File: src/rtl/sar_seq_pkg.sv
`timescale 1ns/1ps
package sar_seq_pkg;

  typedef enum logic [1:0] {
    ST_IDLE = 2'd0,
    ST_ACQ  = 2'd1,
    ST_CONV = 2'd2,
    ST_HOLD = 2'd3
  } sar_state_e;

  localparam int SEL_W   = 3;
  localparam int ACQ_MAX = 20;
  localparam int ACQ_W   = $clog2(ACQ_MAX + 1);

  // acquisition length in conversion ticks for each select code
  function automatic logic [ACQ_W-1:0] acq_ticks(input logic [SEL_W-1:0] sel);
    logic [ACQ_W-1:0] n;
    case (sel)
      3'd0:    n = ACQ_W'(0);
      3'd1:    n = ACQ_W'(2);
      3'd2:    n = ACQ_W'(4);
      3'd3:    n = ACQ_W'(6);
      3'd4:    n = ACQ_W'(8);
      3'd5:    n = ACQ_W'(12);
      3'd6:    n = ACQ_W'(16);
      default: n = ACQ_W'(20);
    endcase
    return n;
  endfunction

endpackage

File: src/rtl/sar_start_ctrl.sv
`timescale 1ns/1ps
module sar_start_ctrl (
  input  logic clk,
  input  logic rst_n,
  input  logic enable,
  input  logic sw_start_set,
  input  logic sw_start_clr,
  input  logic ext_trig,
  input  logic ev_done,
  output logic go,
  output logic set_ev,
  output logic clr_ev,
  output logic timer_clr
);
  // a start request needs enable; it outranks clears and completion
  assign set_ev = enable && (sw_start_set || ext_trig);
  assign clr_ev = sw_start_clr && !set_ev;

  always_ff @(posedge clk) begin
    if (!rst_n) begin
      go        <= 1'b0;
      timer_clr <= 1'b0;
    end else begin
      timer_clr <= ext_trig;
      if (set_ev)
        go <= 1'b1;
      else if (clr_ev || ev_done)
        go <= 1'b0;
    end
  end
endmodule

File: src/rtl/sar_fsm.sv
`timescale 1ns/1ps
module sar_fsm
  import sar_seq_pkg::*;
#(
  parameter int RES_W      = 10,
  parameter int HOLD_TICKS = 2
) (
  input  logic             clk,
  input  logic             rst_n,
  input  logic             tad_tick,
  input  logic [SEL_W-1:0] acq_sel,
  input  logic             go,
  input  logic             set_ev,
  input  logic             clr_ev,
  output logic             sample_closed,
  output logic             ev_conv_begin,
  output logic             ev_step,
  output logic [$clog2(RES_W)-1:0] step_idx,
  output logic             ev_done,
  output logic             ev_abort
);
  localparam int IDX_W  = $clog2(RES_W);
  localparam int CONV_W = $clog2(RES_W + 1);
  localparam int HLD_W  = $clog2(HOLD_TICKS + 1);
  localparam int CW0    = (ACQ_W > CONV_W) ? ACQ_W : CONV_W;
  localparam int CNT_W  = (CW0 > HLD_W) ? CW0 : HLD_W;

  sar_state_e       st;
  logic [CNT_W-1:0] cnt;
  logic [ACQ_W-1:0] acq_len;
  logic             want;
  logic             start_now;
  logic             acq_end;

  assign acq_len   = acq_ticks(acq_sel);
  assign want      = go || set_ev;
  assign ev_abort  = clr_ev && (st == ST_ACQ || st == ST_CONV);
  assign start_now = want && ((st == ST_IDLE) ||
                     (st == ST_HOLD && tad_tick && cnt == '0));
  assign acq_end   = (st == ST_ACQ) && tad_tick && cnt == '0 && !ev_abort;
  assign ev_conv_begin = (start_now && acq_len == '0) || acq_end;
  assign ev_step   = (st == ST_CONV) && tad_tick && !ev_abort &&
                     cnt < CNT_W'(RES_W);
  assign ev_done   = (st == ST_CONV) && tad_tick && !ev_abort &&
                     cnt == CNT_W'(RES_W);
  assign step_idx  = IDX_W'(RES_W - 1) - IDX_W'(cnt);
  assign sample_closed = (st != ST_CONV);

  always_ff @(posedge clk) begin
    if (!rst_n) begin
      st  <= ST_IDLE;
      cnt <= '0;
    end else if (ev_abort || ev_done) begin
      st  <= ST_HOLD;
      cnt <= CNT_W'(HOLD_TICKS - 1);
    end else if (ev_conv_begin) begin
      st  <= ST_CONV;
      cnt <= '0;
    end else if (start_now) begin
      st  <= ST_ACQ;
      cnt <= CNT_W'(acq_len - ACQ_W'(1));
    end else if (tad_tick) begin
      case (st)
        ST_ACQ:  cnt <= cnt - CNT_W'(1);
        ST_CONV: cnt <= cnt + CNT_W'(1);
        ST_HOLD: begin
          if (cnt == '0) st <= ST_IDLE;
          else           cnt <= cnt - CNT_W'(1);
        end
        default: ;
      endcase
    end
  end
endmodule

File: src/rtl/sar_datapath.sv
`timescale 1ns/1ps
module sar_datapath #(
  parameter int RES_W = 10
) (
  input  logic                     clk,
  input  logic                     rst_n,
  input  logic                     ev_conv_begin,
  input  logic                     ev_step,
  input  logic [$clog2(RES_W)-1:0] step_idx,
  input  logic                     ev_done,
  input  logic                     cmp_ge,
  input  logic                     res_wr_en,
  input  logic [RES_W-1:0]         res_wr_data,
  input  logic                     irq_clr,
  output logic [RES_W-1:0]         dac_code,
  output logic [RES_W-1:0]         result,
  output logic                     irq_flag
);
  localparam int IDX_W = $clog2(RES_W);

  // one approximation step: settle bit idx, then try the next lower bit
  function automatic logic [RES_W-1:0] sar_step(input logic [RES_W-1:0] t,
                                                input logic [IDX_W-1:0] idx,
                                                input logic keep);
    logic [RES_W-1:0] r;
    r = t;
    r[idx] = keep;
    if (idx != '0) r[idx - IDX_W'(1)] = 1'b1;
    return r;
  endfunction

  logic [RES_W-1:0] trial;
  assign dac_code = trial;

  always_ff @(posedge clk) begin
    if (!rst_n) begin
      trial    <= '0;
      result   <= '0;
      irq_flag <= 1'b0;
    end else begin
      if (ev_conv_begin)
        trial <= {1'b1, {(RES_W-1){1'b0}}};
      else if (ev_step)
        trial <= sar_step(trial, step_idx, cmp_ge);

      if (ev_done)
        result <= trial;
      else if (res_wr_en)
        result <= res_wr_data;

      if (ev_done)
        irq_flag <= 1'b1;
      else if (irq_clr)
        irq_flag <= 1'b0;
    end
  end
endmodule

File: src/rtl/sar_seq_ctrl.sv
`timescale 1ns/1ps
module sar_seq_ctrl
  import sar_seq_pkg::*;
#(
  parameter int RES_W      = 10,
  parameter int HOLD_TICKS = 2
) (
  input  logic             clk,
  input  logic             rst_n,
  input  logic             tad_tick,
  input  logic             enable,
  input  logic             sw_start_set,
  input  logic             sw_start_clr,
  input  logic [SEL_W-1:0] acq_sel,
  input  logic             ext_trig,
  input  logic             res_wr_en,
  input  logic [RES_W-1:0] res_wr_data,
  input  logic             irq_clr,
  input  logic             cmp_ge,
  output logic             sample_closed,
  output logic [RES_W-1:0] dac_code,
  output logic [RES_W-1:0] result,
  output logic             busy,
  output logic             irq_flag,
  output logic             timer_clr
);
  localparam int IDX_W = $clog2(RES_W);

  logic             go;
  logic             set_ev;
  logic             clr_ev;
  logic             ev_conv_begin;
  logic             ev_step;
  logic             ev_done;
  logic             ev_abort;
  logic [IDX_W-1:0] step_idx;

  assign busy = go;

  sar_start_ctrl u_start (
    .clk(clk), .rst_n(rst_n), .enable(enable),
    .sw_start_set(sw_start_set), .sw_start_clr(sw_start_clr),
    .ext_trig(ext_trig), .ev_done(ev_done),
    .go(go), .set_ev(set_ev), .clr_ev(clr_ev), .timer_clr(timer_clr)
  );

  sar_fsm #(.RES_W(RES_W), .HOLD_TICKS(HOLD_TICKS)) u_fsm (
    .clk(clk), .rst_n(rst_n), .tad_tick(tad_tick), .acq_sel(acq_sel),
    .go(go), .set_ev(set_ev), .clr_ev(clr_ev),
    .sample_closed(sample_closed), .ev_conv_begin(ev_conv_begin),
    .ev_step(ev_step), .step_idx(step_idx),
    .ev_done(ev_done), .ev_abort(ev_abort)
  );

  sar_datapath #(.RES_W(RES_W)) u_dp (
    .clk(clk), .rst_n(rst_n), .ev_conv_begin(ev_conv_begin),
    .ev_step(ev_step), .step_idx(step_idx), .ev_done(ev_done),
    .cmp_ge(cmp_ge), .res_wr_en(res_wr_en), .res_wr_data(res_wr_data),
    .irq_clr(irq_clr), .dac_code(dac_code), .result(result),
    .irq_flag(irq_flag)
  );
endmodule

File: config.mk
export PLATFORM = sky130hd
export DESIGN_NAME = sar_seq_ctrl
export DESIGN_NICKNAME = d
export VERILOG_FILES = /design/src/rtl/sar_seq_pkg.sv /design/src/rtl/sar_start_ctrl.sv /design/src/rtl/sar_fsm.sv /design/src/rtl/sar_datapath.sv /design/src/rtl/sar_seq_ctrl.sv
export SDC_FILE = /design/constraint.sdc
export NUM_CORES = 1
export LEC_CHECK = 0
export CORE_ASPECT_RATIO = 0.7
export CORE_UTILIZATION = 57
export DETAILED_ROUTE_END_ITERATION = 8
export DONT_BUFFER_PORTS = 1
export PLACE_DENSITY = 0.75
export SKIP_CTS_REPAIR_TIMING = 1
export SYNTH_ARGS = -nofsm -noshare
export SYNTH_HDL_FRONTEND = slang
export SYNTH_HIERARCHICAL = 1
export SYNTH_SLANG_ARGS = --single-unit
File: constraint.sdc
create_clock -name clk -period 2.4 [get_ports clk]
set_clock_uncertainty 0.2 [all_clocks]
set_input_delay 0.6 -clock clk [delete_from_list [all_inputs] [get_ports clk]]
set_output_delay 0.6 -clock clk [all_outputs]
set_load 0.02 [all_outputs]
* Word-level counts from Yosys, hierarchy flattened
Index checks and enable logic that the tools add are counted.
** Storage, ports and cells
- Bits in registers :: 30
- Input port bits :: 23
- Output and inout port bits :: 24
- Logic and storage cells :: 106
** Cells by class
- $add $sub $neg :: 5
- Magnitude comparators :: 5
- Equal/unequal tests :: 13
- Multiplexer cells :: 27
- Bitwise logic cells :: 2
- Reduce and logical (&&, ||, !) cells :: 45
** Operators with widths (number)
- $mux W10 :: 5
- $pmux W5 S7 :: 1
- $reduce_bool A4 Y1 :: 5
- $logic_and A1 B1 Y1 :: 16
- $mux W5 :: 3
- $pmux W5 S3 :: 1
- $mux W2 :: 6
- $bwmux W10 :: 1
- $logic_not A5 Y1 :: 2
- $lt A4 B5 Y1 const B :: 2
- $or A10 B10 Y10 :: 1
- $reduce_bool A2 Y1 :: 5
- $sub A5 B1 Y5 const B :: 2
- $eq A3 B3 Y1 const B :: 3
- $reduce_and A3 Y1 :: 3
- $demux W1 S4 :: 2
- $ge A4 B1 Y1 const B :: 2
- $mux W1 :: 8
- $logic_or A1 B1 Y1 :: 7
- $eq A3 B2 Y1 const B :: 2
- $reduce_bool A6 Y1 :: 1
- $add A5 B1 Y5 const B :: 1
- $eq A5 B4 Y1 const B :: 1
- $lt A5 B4 Y1 const B :: 1
- other kinds (14) :: 16

* Longest topological paths before layout
- Depth after elaboration :: 11
- Gate-level depth with buffers :: 10
- Depth with buffers taken out :: 9

* Hierarchy
Netlist, hierarchy kept.
** Modules (own cells, without submodules)
- sar_datapath :: times used 1, cells each 108, area an instance 1061.0 µm², sequential area each 420.4 µm²
- sar_fsm :: times used 1, cells each 100, area an instance 797.0 µm², sequential area each 140.1 µm²
- sar_start_ctrl :: times used 1, cells each 7, area an instance 75.1 µm², sequential area each 40.0 µm²

* Worst setup path before layout
No wires, ideal clock.
- Path kind :: input port to flip-flop
- Start :: in acq_sel[2]
- End :: reg u_dp.trial[3], in the netlist u_dp/dac_code[3]
- Library setup time :: 0.058 ns
- Arrival :: 2.246 ns
- Data required time :: 2.142 ns
- Setup slack :: -0.105 ns
- Stages on the path :: 10
- Buffers on the path :: 1
- Cells stage by stage :: nand2b_1 ha_1 nor2b_1 a32o_1 a22oi_2 inv_1 nand2b_1 clkbuf_1 a31oi_1 o21a_1
** On the way
- Cells in the longest elaborated chain, start to end :: 6
- Elaborated cells between the ends (all ways) :: 12
- Those cells by class :: eq/ne (6); mux (1); reduce/logical (5)
** RTL lines
- start: declaration :: line sar_seq_ctrl.sv:14 : input logic [SEL_W-1:0] acq_sel,
- $eq A3 B3 Y1 (tied with other cells) :: line sar_seq_pkg.sv:18 : case (sel)
- $pmux W5 S7 * :: line sar_seq_pkg.sv:18
- $logic_not A5 Y1 * :: line sar_fsm.sv:41 : assign ev_conv_begin = (start_now && acq_len == '0) || acq_end;
- $logic_and A1 B1 Y1 * :: line sar_fsm.sv:41
- $logic_or A1 B1 Y1 * :: line sar_fsm.sv:41
- via ev_conv_begin :: line sar_seq_ctrl.sv:32 : logic ev_conv_begin;
- $reduce_or A2 Y1 (no line) *
- end signal: assignment :: line sar_datapath.sv:42 : trial <= {1'b1, {(RES_W-1){1'b0}}};
- end signal: assignment :: line sar_datapath.sv:44 : trial <= sar_step(trial, step_idx, cmp_ge);
- end: declaration :: line sar_datapath.sv:32 : logic [RES_W-1:0] trial;
The timed path passes the listed nets; every way through them passes the cells marked *.
A chain may end at the register's enable or synchronous reset.

* Final worst setup path
- Start :: reg u_fsm.st[0]
- End :: reg u_fsm.cnt[4]
** On the way
- Cells in the longest elaborated chain, start to end :: 8
- Elaborated cells between the ends (all ways) :: 28
- Those cells by class :: eq/ne (4); mux (3); reduce/logical (21)
** RTL lines
- start: declaration :: line sar_fsm.sv:28 : sar_state_e st;
- start signal: assignment :: line sar_fsm.sv:51 : st <= ST_IDLE;
- start signal: assignment :: line sar_fsm.sv:54 : st <= ST_HOLD;
- start signal: assignment :: line sar_fsm.sv:57 : st <= ST_CONV;
- branches (longest 8 deep; another with $ne A3 B2 Y1)
- end signal: assignment :: line sar_fsm.sv:55 : cnt <= CNT_W'(HOLD_TICKS - 1);
- end signal: assignment :: line sar_fsm.sv:61 : cnt <= CNT_W'(acq_len - ACQ_W'(1));
- end signal: assignment :: line sar_fsm.sv:64 : ST_ACQ: cnt <= cnt - CNT_W'(1);
- end: declaration :: line sar_fsm.sv:29 : logic [CNT_W-1:0] cnt;
Parallel ways; which one is timed is not known. The select of a mux whose other input is x is not followed.

==> flow_summary.toml <==
[run_status]
status = "finished clean"

[timing]
slew_violations = 0
setup_violations = 0
min_period_ns = 2.32
max_clock_freq_ghz = 0.430
max_slew_margin = 0.746
hold_viol = 0
timing.final.ws_setup_ns = 0.0754
period_share = 0.969
tightest_slew_ns = 0.371

[clock_tree]
cts_sinks = 30
cts-root-buf = "clkbuf_8"
clk_latency_ns = 0.28
numCtsBuffers = 5
cts_max_level = 2
tritoncts = "built"
clockBufferDepth = 2
path_clk_slew_ns = 0.06

[routing]
wl_met3_microns = 285
highest_layer = "met4"
route.met2.wl_mm = 1.90
antenna_left = 0
wl_met1_mm = 2.08
drc = 0
wl_mm = 4.35
vias_per_cell = 6.40
drtIter0Drc = 115
post_drt_wl_per_cell_microns = 17.0
route.vias.total = 1639
firstDrtPassIters = 4

[global_route]
grt-ovfl-total = 0
grt_pass1_vias = 1533
grt_max_degree = 15
grt_pass1_wl_mm = 6.87
track_usage = 0.252
antenna_found_initial = 0

[setup_path]
path_class = "reg -> reg"
arrival_ns = 2.33
worstPathRequired_ns = 2.40
cp_max_fo = 5
reg2reg_setup_slack_ns = 0.08
end_kind = "flop"
worst_setup_path_start_kind = "flop"

[layout]
diodes = 0
layout-drive-gt1-share = 0.188
synthToLayoutAreaGrowth_pct = 9.27
num-nets-final = 253
multiInputGateArea_sq_mm = 0.00127
instances_no_fill = 256
n_fill_cell = 268
register_area_sq_um = 602

[placement]
portBuffers = 0
pre_cts_ws_ns = 0.0214
place_inst = 249
gp_congestion = 0.855
detailed_place_hpwl_mm = 3.27

[floorplanning]
placeableCoreArea_sq_mm = 0.00319
die_w_microns = 71.5
rows = 17
start_util = 0.605
dieArea_sq_mm = 0.00363
die-height_microns = 50.7
io_pins = 47

[pwr]
powerDensity_mw_per_mm2 = 1070
p_leak_nw = 0.823
vdd_drop_max_mv = 0.812

[synthesis]
synth.avg_cell_area_sq_um = 9.02
syn-num-nets = 249
syn_area_sq_mm = 0.00193
ys_warn_count = 6
synth_cells = 214

[run]
cap_violations = 0

[hold_path]
hold_class = "in -> reg"
-- critical path: stages, from the launching register on --
cell,delay (ns)
dfxtp_1,0.33
inv_1,0.08
ha_4,0.18
inv_1,0.16
ha_1,0.31
a21oi_2,0.20
and3_1,0.22
o21bai_1,0.06
or3_1,0.31
a31oi_1,0.18
-- where the power goes --
part           total [W]  leakage [nW]  internal [W]  switching, W
logic            0.00117         0.533      0.000521      0.000649
clock network   0.000371        0.0438      0.000194      0.000178
registers       0.000709         0.246      0.000574      0.000135
total            0.00225         0.823       0.00129      0.000961
-- layer usage --
| metal | up-vias | global-route usage |
|---|---|---|
| li1 | 783 | - |
| met1 | 779 | 0.343 |
| met2 | 67 | 0.375 |
| met3 | 10 | 0.0723 |
| met4 | 0 | 0.105 |
| met5 | - | 0 |
-- cell type report --
cell class / count / share of cell area
Clock buffer: 5 / 0.0326
Clock inverter: 2 / 0.00475
Inverter: 13 / 0.0231
Multi-Input combinational cell: 162 / 0.604
Sequential cell: 30 / 0.285
Tap cell: 38 / 0.0226
Timing Repair Buffer: 6 / 0.0273
-- state kept, by name (all words and copies together) (netlist names) --
register,count
u_dp/result,10
u_dp/irq_flag,1
u_fsm/st,2
u_start/timer_clr,1
u_fsm/cnt,5
u_start/go,1
u_dp/dac_code,10
-- path summary, 6_finish.rpt --
check / startpoint / endpoint / cells after the start
worst max-delay path: u_fsm/st[0] / u_fsm/cnt[4] / 9
worst min register to register: u_fsm/st[1] / u_fsm/st[1] / 2
worst min-delay path: rst_n / u_start/go / 1
worst max register to register: u_fsm/st[0] / u_fsm/cnt[4] / 9
-- metrics by stage --
step | total power [W] | utilization | hold slack, ns | cell area (sq um) | TNS (ns)
after floorplan | 0.00163 | - | 0.271 | 1960 | 0
after global placement | 0.00177 | 0.626 | 0.308 | 2000 | 0
after detailed placement | 0.00181 | 0.626 | 0.329 | 2000 | 0
after CTS | 0.00219 | 0.651 | 0.240 | 2080 | 0
after global routing | 0.00242 | 0.661 | 0.236 | 2110 | -0.0309
final | 0.00225 | 0.661 | 0.244 | 2110 | 0
-- layout by cell type (no fill, tap or decap), drive strengths merged, types with 2 or more instances in the layout --
| master | instances |
|---|---|
| dfxtp | 30 |
| nor2 | 17 |
| a21oi | 15 |
| mux2i | 14 |
| inv | 13 |
| ha | 11 |
| mux2 | 10 |
| nand2 | 8 |
| o21ai | 7 |
| buf | 6 |
| clkbuf | 5 |
| nor3b | 5 |
| o21a | 5 |
| nor2b | 5 |
| nor3 | 4 |
| o21bai | 4 |
| a31oi | 4 |
| a211oi | 4 |
| nand3 | 4 |
| nand2b | 4 |
| nand3b | 3 |
| o211ai | 3 |
| a21o | 3 |
| or2 | 3 |
| nor4b | 3 |
| clkinv | 2 |
| and2 | 2 |
| xnor2 | 2 |
| and3 | 2 |
| or3 | 2 |
| xor2 | 2 |
(Power assumes the default switching activity.)
